==> src/rtl/tcs_pkg.sv <==
package tcs_pkg;
  typedef enum logic [1:0] {
    REQ_READ  = 2'd0,
    REQ_RFO   = 2'd1,
    REQ_TREAD = 2'd2,
    REQ_TRFO  = 2'd3
  } req_kind_e;

  typedef enum logic [1:0] {
    TAG_EMPTY   = 2'd0,
    TAG_NORMAL  = 2'd1,
    TAG_XCOMMIT = 2'd2,
    TAG_XABORT  = 2'd3
  } tx_tag_e;

  typedef enum logic [1:0] {
    COH_INVALID  = 2'd0,
    COH_VALID    = 2'd1,
    COH_DIRTY    = 2'd2,
    COH_RESERVED = 2'd3
  } coh_e;
endpackage

==> src/rtl/tcs_match.sv <==
module tcs_match #(
  parameter int N_ENTRIES = 8,
  parameter int ADDR_W    = 16
) (
  input  logic [ADDR_W-1:0]           snp_addr,
  input  logic [N_ENTRIES*ADDR_W-1:0] ent_addr,
  input  logic [N_ENTRIES*2-1:0]      ent_tag,
  input  logic [N_ENTRIES*2-1:0]      ent_coh,
  output logic [N_ENTRIES-1:0]        hit,
  output logic [N_ENTRIES-1:0]        hit_xtag,
  output logic [N_ENTRIES-1:0]        hit_owned,
  output logic [N_ENTRIES-1:0]        hit_xabort
);
  import tcs_pkg::*;

  for (genvar i = 0; i < N_ENTRIES; i++) begin : g_cmp
    logic [1:0] tag_i;
    logic [1:0] coh_i;
    assign tag_i = ent_tag[i*2 +: 2];
    assign coh_i = ent_coh[i*2 +: 2];
    // An entry takes part only when it holds a line in a live coherence state
    assign hit[i] = (ent_addr[i*ADDR_W +: ADDR_W] == snp_addr) &&
                    (tag_i != TAG_EMPTY) && (coh_i != COH_INVALID);
    assign hit_xtag[i]   = hit[i] && ((tag_i == TAG_XCOMMIT) || (tag_i == TAG_XABORT));
    assign hit_xabort[i] = hit[i] && (tag_i == TAG_XABORT);
    assign hit_owned[i]  = hit[i] && ((coh_i == COH_DIRTY) || (coh_i == COH_RESERVED));
  end
endmodule

==> src/rtl/tcs_decide.sv <==
module tcs_decide #(
  parameter int N_ENTRIES = 8
) (
  input  logic                 req_valid,
  input  logic [1:0]           req_kind,
  input  logic [N_ENTRIES-1:0] hit,
  input  logic [N_ENTRIES-1:0] hit_xtag,
  input  logic [N_ENTRIES-1:0] hit_owned,
  output logic                 dec_data,
  output logic                 dec_busy,
  output logic                 dec_abort,
  output logic [N_ENTRIES-1:0] dec_upd,
  output logic [1:0]           dec_coh
);
  import tcs_pkg::*;

  logic any_hit, any_x, any_own;
  assign any_hit = |hit;
  assign any_x   = |hit_xtag;
  assign any_own = |hit_owned;

  always_comb begin
    dec_data  = 1'b0;
    dec_busy  = 1'b0;
    dec_abort = 1'b0;
    dec_upd   = '0;
    dec_coh   = COH_INVALID;
    if (req_valid && any_hit) begin
      unique case (req_kind)
        REQ_READ: begin            // downgrade to shared and supply
          dec_data  = 1'b1;
          dec_upd   = hit;
          dec_coh   = COH_VALID;
          dec_abort = any_x;
        end
        REQ_RFO: begin             // give up the line and supply
          dec_data  = 1'b1;
          dec_upd   = hit;
          dec_coh   = COH_INVALID;
          dec_abort = any_x;
        end
        REQ_TREAD: begin
          dec_busy = any_own;
          dec_data = !any_own;
        end
        default: begin             // transactional ownership request refused
          dec_busy = 1'b1;
        end
      endcase
    end
  end
endmodule

==> src/rtl/tcs_select.sv <==
module tcs_select #(
  parameter int N_ENTRIES = 8,
  parameter int DATA_W    = 32
) (
  input  logic [N_ENTRIES-1:0]        hit,
  input  logic [N_ENTRIES-1:0]        hit_xabort,
  input  logic [N_ENTRIES*DATA_W-1:0] ent_data,
  output logic [DATA_W-1:0]           sel_data
);
  logic [N_ENTRIES-1:0] pref;
  assign pref = hit & ~hit_xabort;

  // committed value first, lowest index wins; tentative value only as fallback
  always_comb begin
    sel_data = '0;
    for (int i = N_ENTRIES - 1; i >= 0; i--) begin
      if (hit[i]) sel_data = ent_data[i*DATA_W +: DATA_W];
    end
    if (|pref) begin
      for (int i = N_ENTRIES - 1; i >= 0; i--) begin
        if (pref[i]) sel_data = ent_data[i*DATA_W +: DATA_W];
      end
    end
  end
endmodule

==> src/rtl/tcs_snoop_top.sv <==
module tcs_snoop_top #(
  parameter int N_ENTRIES = 8,
  parameter int ADDR_W    = 16,
  parameter int DATA_W    = 32
) (
  input  logic                          clk,
  input  logic                          rst,
  input  logic                          snp_valid,
  input  logic [1:0]                    snp_kind,
  input  logic [ADDR_W-1:0]             snp_addr,
  input  logic [N_ENTRIES*ADDR_W-1:0]   ent_addr,
  input  logic [N_ENTRIES*2-1:0]        ent_tag,
  input  logic [N_ENTRIES*2-1:0]        ent_coh,
  input  logic [N_ENTRIES*DATA_W-1:0]   ent_data,
  output logic                          rsp_data_vld,
  output logic                          rsp_busy,
  output logic [DATA_W-1:0]             rsp_data,
  output logic [N_ENTRIES-1:0]          upd_en,
  output logic [1:0]                    upd_coh,
  output logic                          tx_abort
);
  logic [N_ENTRIES-1:0] hit, hit_xtag, hit_owned, hit_xabort;
  logic                 dec_data, dec_busy, dec_abort;
  logic [N_ENTRIES-1:0] dec_upd;
  logic [1:0]           dec_coh;
  logic [DATA_W-1:0]    sel_data;

  tcs_match #(.N_ENTRIES(N_ENTRIES), .ADDR_W(ADDR_W)) u_match (
    .snp_addr  (snp_addr),
    .ent_addr  (ent_addr),
    .ent_tag   (ent_tag),
    .ent_coh   (ent_coh),
    .hit       (hit),
    .hit_xtag  (hit_xtag),
    .hit_owned (hit_owned),
    .hit_xabort(hit_xabort)
  );

  tcs_decide #(.N_ENTRIES(N_ENTRIES)) u_decide (
    .req_valid(snp_valid),
    .req_kind (snp_kind),
    .hit      (hit),
    .hit_xtag (hit_xtag),
    .hit_owned(hit_owned),
    .dec_data (dec_data),
    .dec_busy (dec_busy),
    .dec_abort(dec_abort),
    .dec_upd  (dec_upd),
    .dec_coh  (dec_coh)
  );

  tcs_select #(.N_ENTRIES(N_ENTRIES), .DATA_W(DATA_W)) u_select (
    .hit       (hit),
    .hit_xabort(hit_xabort),
    .ent_data  (ent_data),
    .sel_data  (sel_data)
  );

  // one register stage between the sampled request and every output
  always_ff @(posedge clk) begin
    if (rst) begin
      rsp_data_vld <= 1'b0;
      rsp_busy     <= 1'b0;
      rsp_data     <= '0;
      upd_en       <= '0;
      upd_coh      <= '0;
      tx_abort     <= 1'b0;
    end else begin
      rsp_data_vld <= dec_data;
      rsp_busy     <= dec_busy;
      rsp_data     <= dec_data ? sel_data : '0;
      upd_en       <= dec_upd;
      upd_coh      <= dec_coh;
      tx_abort     <= dec_abort;
    end
  end

  assert_busy_data_excl_R5: assert property (@(posedge clk) disable iff (rst)
    !(rsp_busy && rsp_data_vld));

  assert_busy_no_update_R6: assert property (@(posedge clk) disable iff (rst)
    rsp_busy |-> (upd_en == '0));

  assert_abort_with_data_R7: assert property (@(posedge clk) disable iff (rst)
    tx_abort |-> rsp_data_vld);

  assert_resp_follows_req_R10: assert property (@(posedge clk) disable iff (rst)
    (rsp_busy || rsp_data_vld) |-> $past(snp_valid));

  assert_idle_quiet_R10: assert property (@(posedge clk) disable iff (rst)
    !$past(snp_valid) |-> (upd_en == '0 && !tx_abort && rsp_data == '0));
endmodule

==> config.mk <==
export PLATFORM = sky130hd
export DESIGN_NAME = tcs_snoop_top
export DESIGN_NICKNAME = d
export VERILOG_FILES = /design/src/rtl/tcs_pkg.sv /design/src/rtl/tcs_match.sv /design/src/rtl/tcs_decide.sv /design/src/rtl/tcs_select.sv /design/src/rtl/tcs_snoop_top.sv
export SDC_FILE = /design/constraint.sdc
export NUM_CORES = 1
export LEC_CHECK = 0
export CAP_MARGIN = 30
export CORE_AREA = 2 2 189 191
export CTS_CLUSTER_SIZE = 20
export DETAILED_ROUTE_END_ITERATION = 8
export DIE_AREA = 0 0 191 193
export SLEW_MARGIN = 25
export SYNTH_ARGS = -nofsm -noshare
export SYNTH_HDL_FRONTEND = slang
export SYNTH_SLANG_ARGS = --single-unit
==> constraint.sdc <==
create_clock -name clk -period 7.4 [get_ports clk]
set_input_delay 1.48 -clock clk [delete_from_list [all_inputs] [get_ports clk]]
set_output_delay 1.48 -clock clk [all_outputs]
set_load 0.005 [all_outputs]
==> metrics.txt <==
PwrDens=about 70 nW/um^2; Finished Layout Cells=slightly above 2,000; Cell Rows=just under 70; Final HPWL DP=~42,000 um; Syn-to-layout area delta=66.35%; CP max stage cell=clkdlybuf4s50_1; Hold-fix buffers, CTS=0; post-cts resize count=0; fin crit share=approximately three quarters; WS Path Type=in2reg; root buffer cell=clkbuf_16; final-report max-slew violation count=0; highest clock rate=between 0.15 and 0.2 GHz; Starting DRT DRC Count=between 900 and 1,000; number of I/O pins=roughly 480; DIE AREA=between 30,000 and 40,000 um^2; GRT Total Usage=roughly 28%; H-tree Lvls=2; commonest non-fill, non-tap cell in the layout=clkdlybuf4s50_1; Crit Path Max Fanout=29; Slew @ Worst Pin=just under 0.9 ns; outcome=finished, final reports clean; initial antenna violation count=11; post-route ant nets=0; syn_nets=approximately 1,600; Worst-path clk slew=0.08 ns; leak pwr=approximately 0.0047 uW; Synth Register Bits=44; Critical Path Max Stage Delay=slightly below 0.7 ns; Max IR drop VDD=approximately 73 uV; drc violations=0; Final setup viols=0; port bufs=480; Async SR Flop Fraction=0%; Mapped Area=8064 um^2; Hold Path Class=in2reg; layout cell share with drive strength beyond 1=~8.0%; Worst setup SP type=input port; clock tree sinks=between 40 and 50; crit-path cells=clkdlybuf4s50_1 -> xor2_1 -> nor4_1 -> nand4_2 -> buf_4 -> nor3b_4 -> a21o_1 -> buf_4 -> nor4_4 -> buf_4 -> nand2_1 -> a2bb2o_2 -> a2111oi_2; GP Congestion=0.9141; most frequent cells in the layout=480 x clkdlybuf4s50_1, 160 x nand2_1, 118 x nor2_1, 67 x xor2_1, 63 x o21ai_0; Worst Setup End Kind=register; Die Y=roughly 190 um; final wirelength=roughly 54,000 um; register area share after synthesis=10.92%; Filler Cells Inserted=3,620; EDFF count, synth=0; most used cell along the critical path=buf_4; largest net degree at the start of global routing=56; Routed WL per cell=between 20 and 30 um; Mapped Cells=between 1,000 and 1,500; DR vias=11,620; CTS Buffer Depth=2; starting density of the core=between 20% and 30%; DP Area=13,210 um^2; CP required=between 7 and 8 ns; Final Cell Area=around 13,000 um^2; Yosys cell types=77; # Max-Cap Violations=0; Vias per Instance=about 5.7; final layout net count=2,004; final hold vios=0; vias in the first global route=about 12,000; Inst Count DP=2,021; post-route setup TNS=0 ns; global-route wire length before repair=about 76,000 um; ys flop type=dfxtp_1; synth warn=0; CTS buffer count=5; DRT Pass-1 Iters=6; Avg Cell Area, Syn=around 7 um^2; Die Wd=about 190 um; grt total ovfl=0; CTS tree=built; worst endpoint data arrival time=just under 6 ns; Max-Slew Margin vs Limit=approximately two fifths; total core area=between 30,000 and 40,000 um^2; RSZ-0062 raised after global routing=no; post-CTS setup buffer count=0; Post-Route Utilization=38.36%; crit path time final=5.568 ns; final hold slack=between 1.5 and 2 ns
worst max-delay path: cells and delay by family:
kind	cells	cell delay, ns
buf+inv	4	1.55
xor+xnor	1	0.28
compound gates	3	0.81
simple gates	5	1.64
routing by layer:
layer	track usage, %	vias up	wire (um)
li1	-	5200	-
met1	29.86	5405	18680
met2	53.43	861	27670
met3	5.973	158	5445
met4	13.89	0	2706
met5	0	-	0
per-stage QoR:
step	total power [uW]	setup WS (ns)
global route	978.5	1.624
floorplan	343.6	3.461
finish	943.7	1.832
CTS	952.6	1.828
detailed placement	658.5	1.539
global placement	660.4	1.470
power breakdown:
part           internal [uW]  total (uW)  switching, uW
sequential               236         236       0.000162
combinational            253         419            166
clock                    161         289            127
total                    651         944            293
sequential cells by signal, summed over array words and instances, names as in the netlist:
register and cells:
rsp_busy 1, upd_coh 1, rsp_data_vld 1, tx_abort 1, upd_en 8, rsp_data 32
path summary, 6_finish.rpt:
kind                          from           to  slack [ns]  depth (start not counted)
worst min-delay path           rst     rsp_busy        1.77                          2
worst max-delay path  snp_addr[12]  rsp_data[4]        1.83                         13
synthesized netlist by cell type (28+ instances only):
cell | number | area (um^2)
clkbuf_1 | 50 | 187.7
nand2_1 | 162 | 608.1
a21oi_1 | 50 | 250.2
buf_2 | 28 | 140.1
o21ai_0 | 63 | 315.3
nand3_1 | 32 | 160.2
nor2_1 | 121 | 454.2
xor2_1 | 67 | 586.8
dfxtp_1 | 44 | 880.8
xnor2_1 | 61 | 534.3
a221oi_1 | 53 | 464.2
layout make-up:
| type | instances | area (um^2) | share of cell area, % |
|---|---|---|---|
| Multi-Input combinational cell | 982 | 6615 | 49.31 |
| Timing Repair Buffer | 514 | 5064 | 37.75 |
| Sequential cell | 44 | 880.8 | 6.567 |
| Tap cell | 461 | 576.8 | 4.300 |
| Clock buffer | 5 | 125.1 | 0.9327 |
| Inverter | 20 | 75.07 | 0.5596 |
| Clock inverter | 3 | 47.55 | 0.3544 |
| Antenna cell | 12 | 30.03 | 0.2239 |
logic make-up (layout without fill, tap and decap cells):
family	after synthesis	in the layout	synth area share (%)
and+or+nand+nor	422	422	24.76
xor gates and xnor gates	128	128	13.90
other	1	13	0.04650
buffers and inverters	127	542	7.929
DFF	44	44	10.92
AOI/OAI and AO/OA	391	391	37.07
muxes	40	40	5.368
(Power assumes the default switching activity.)
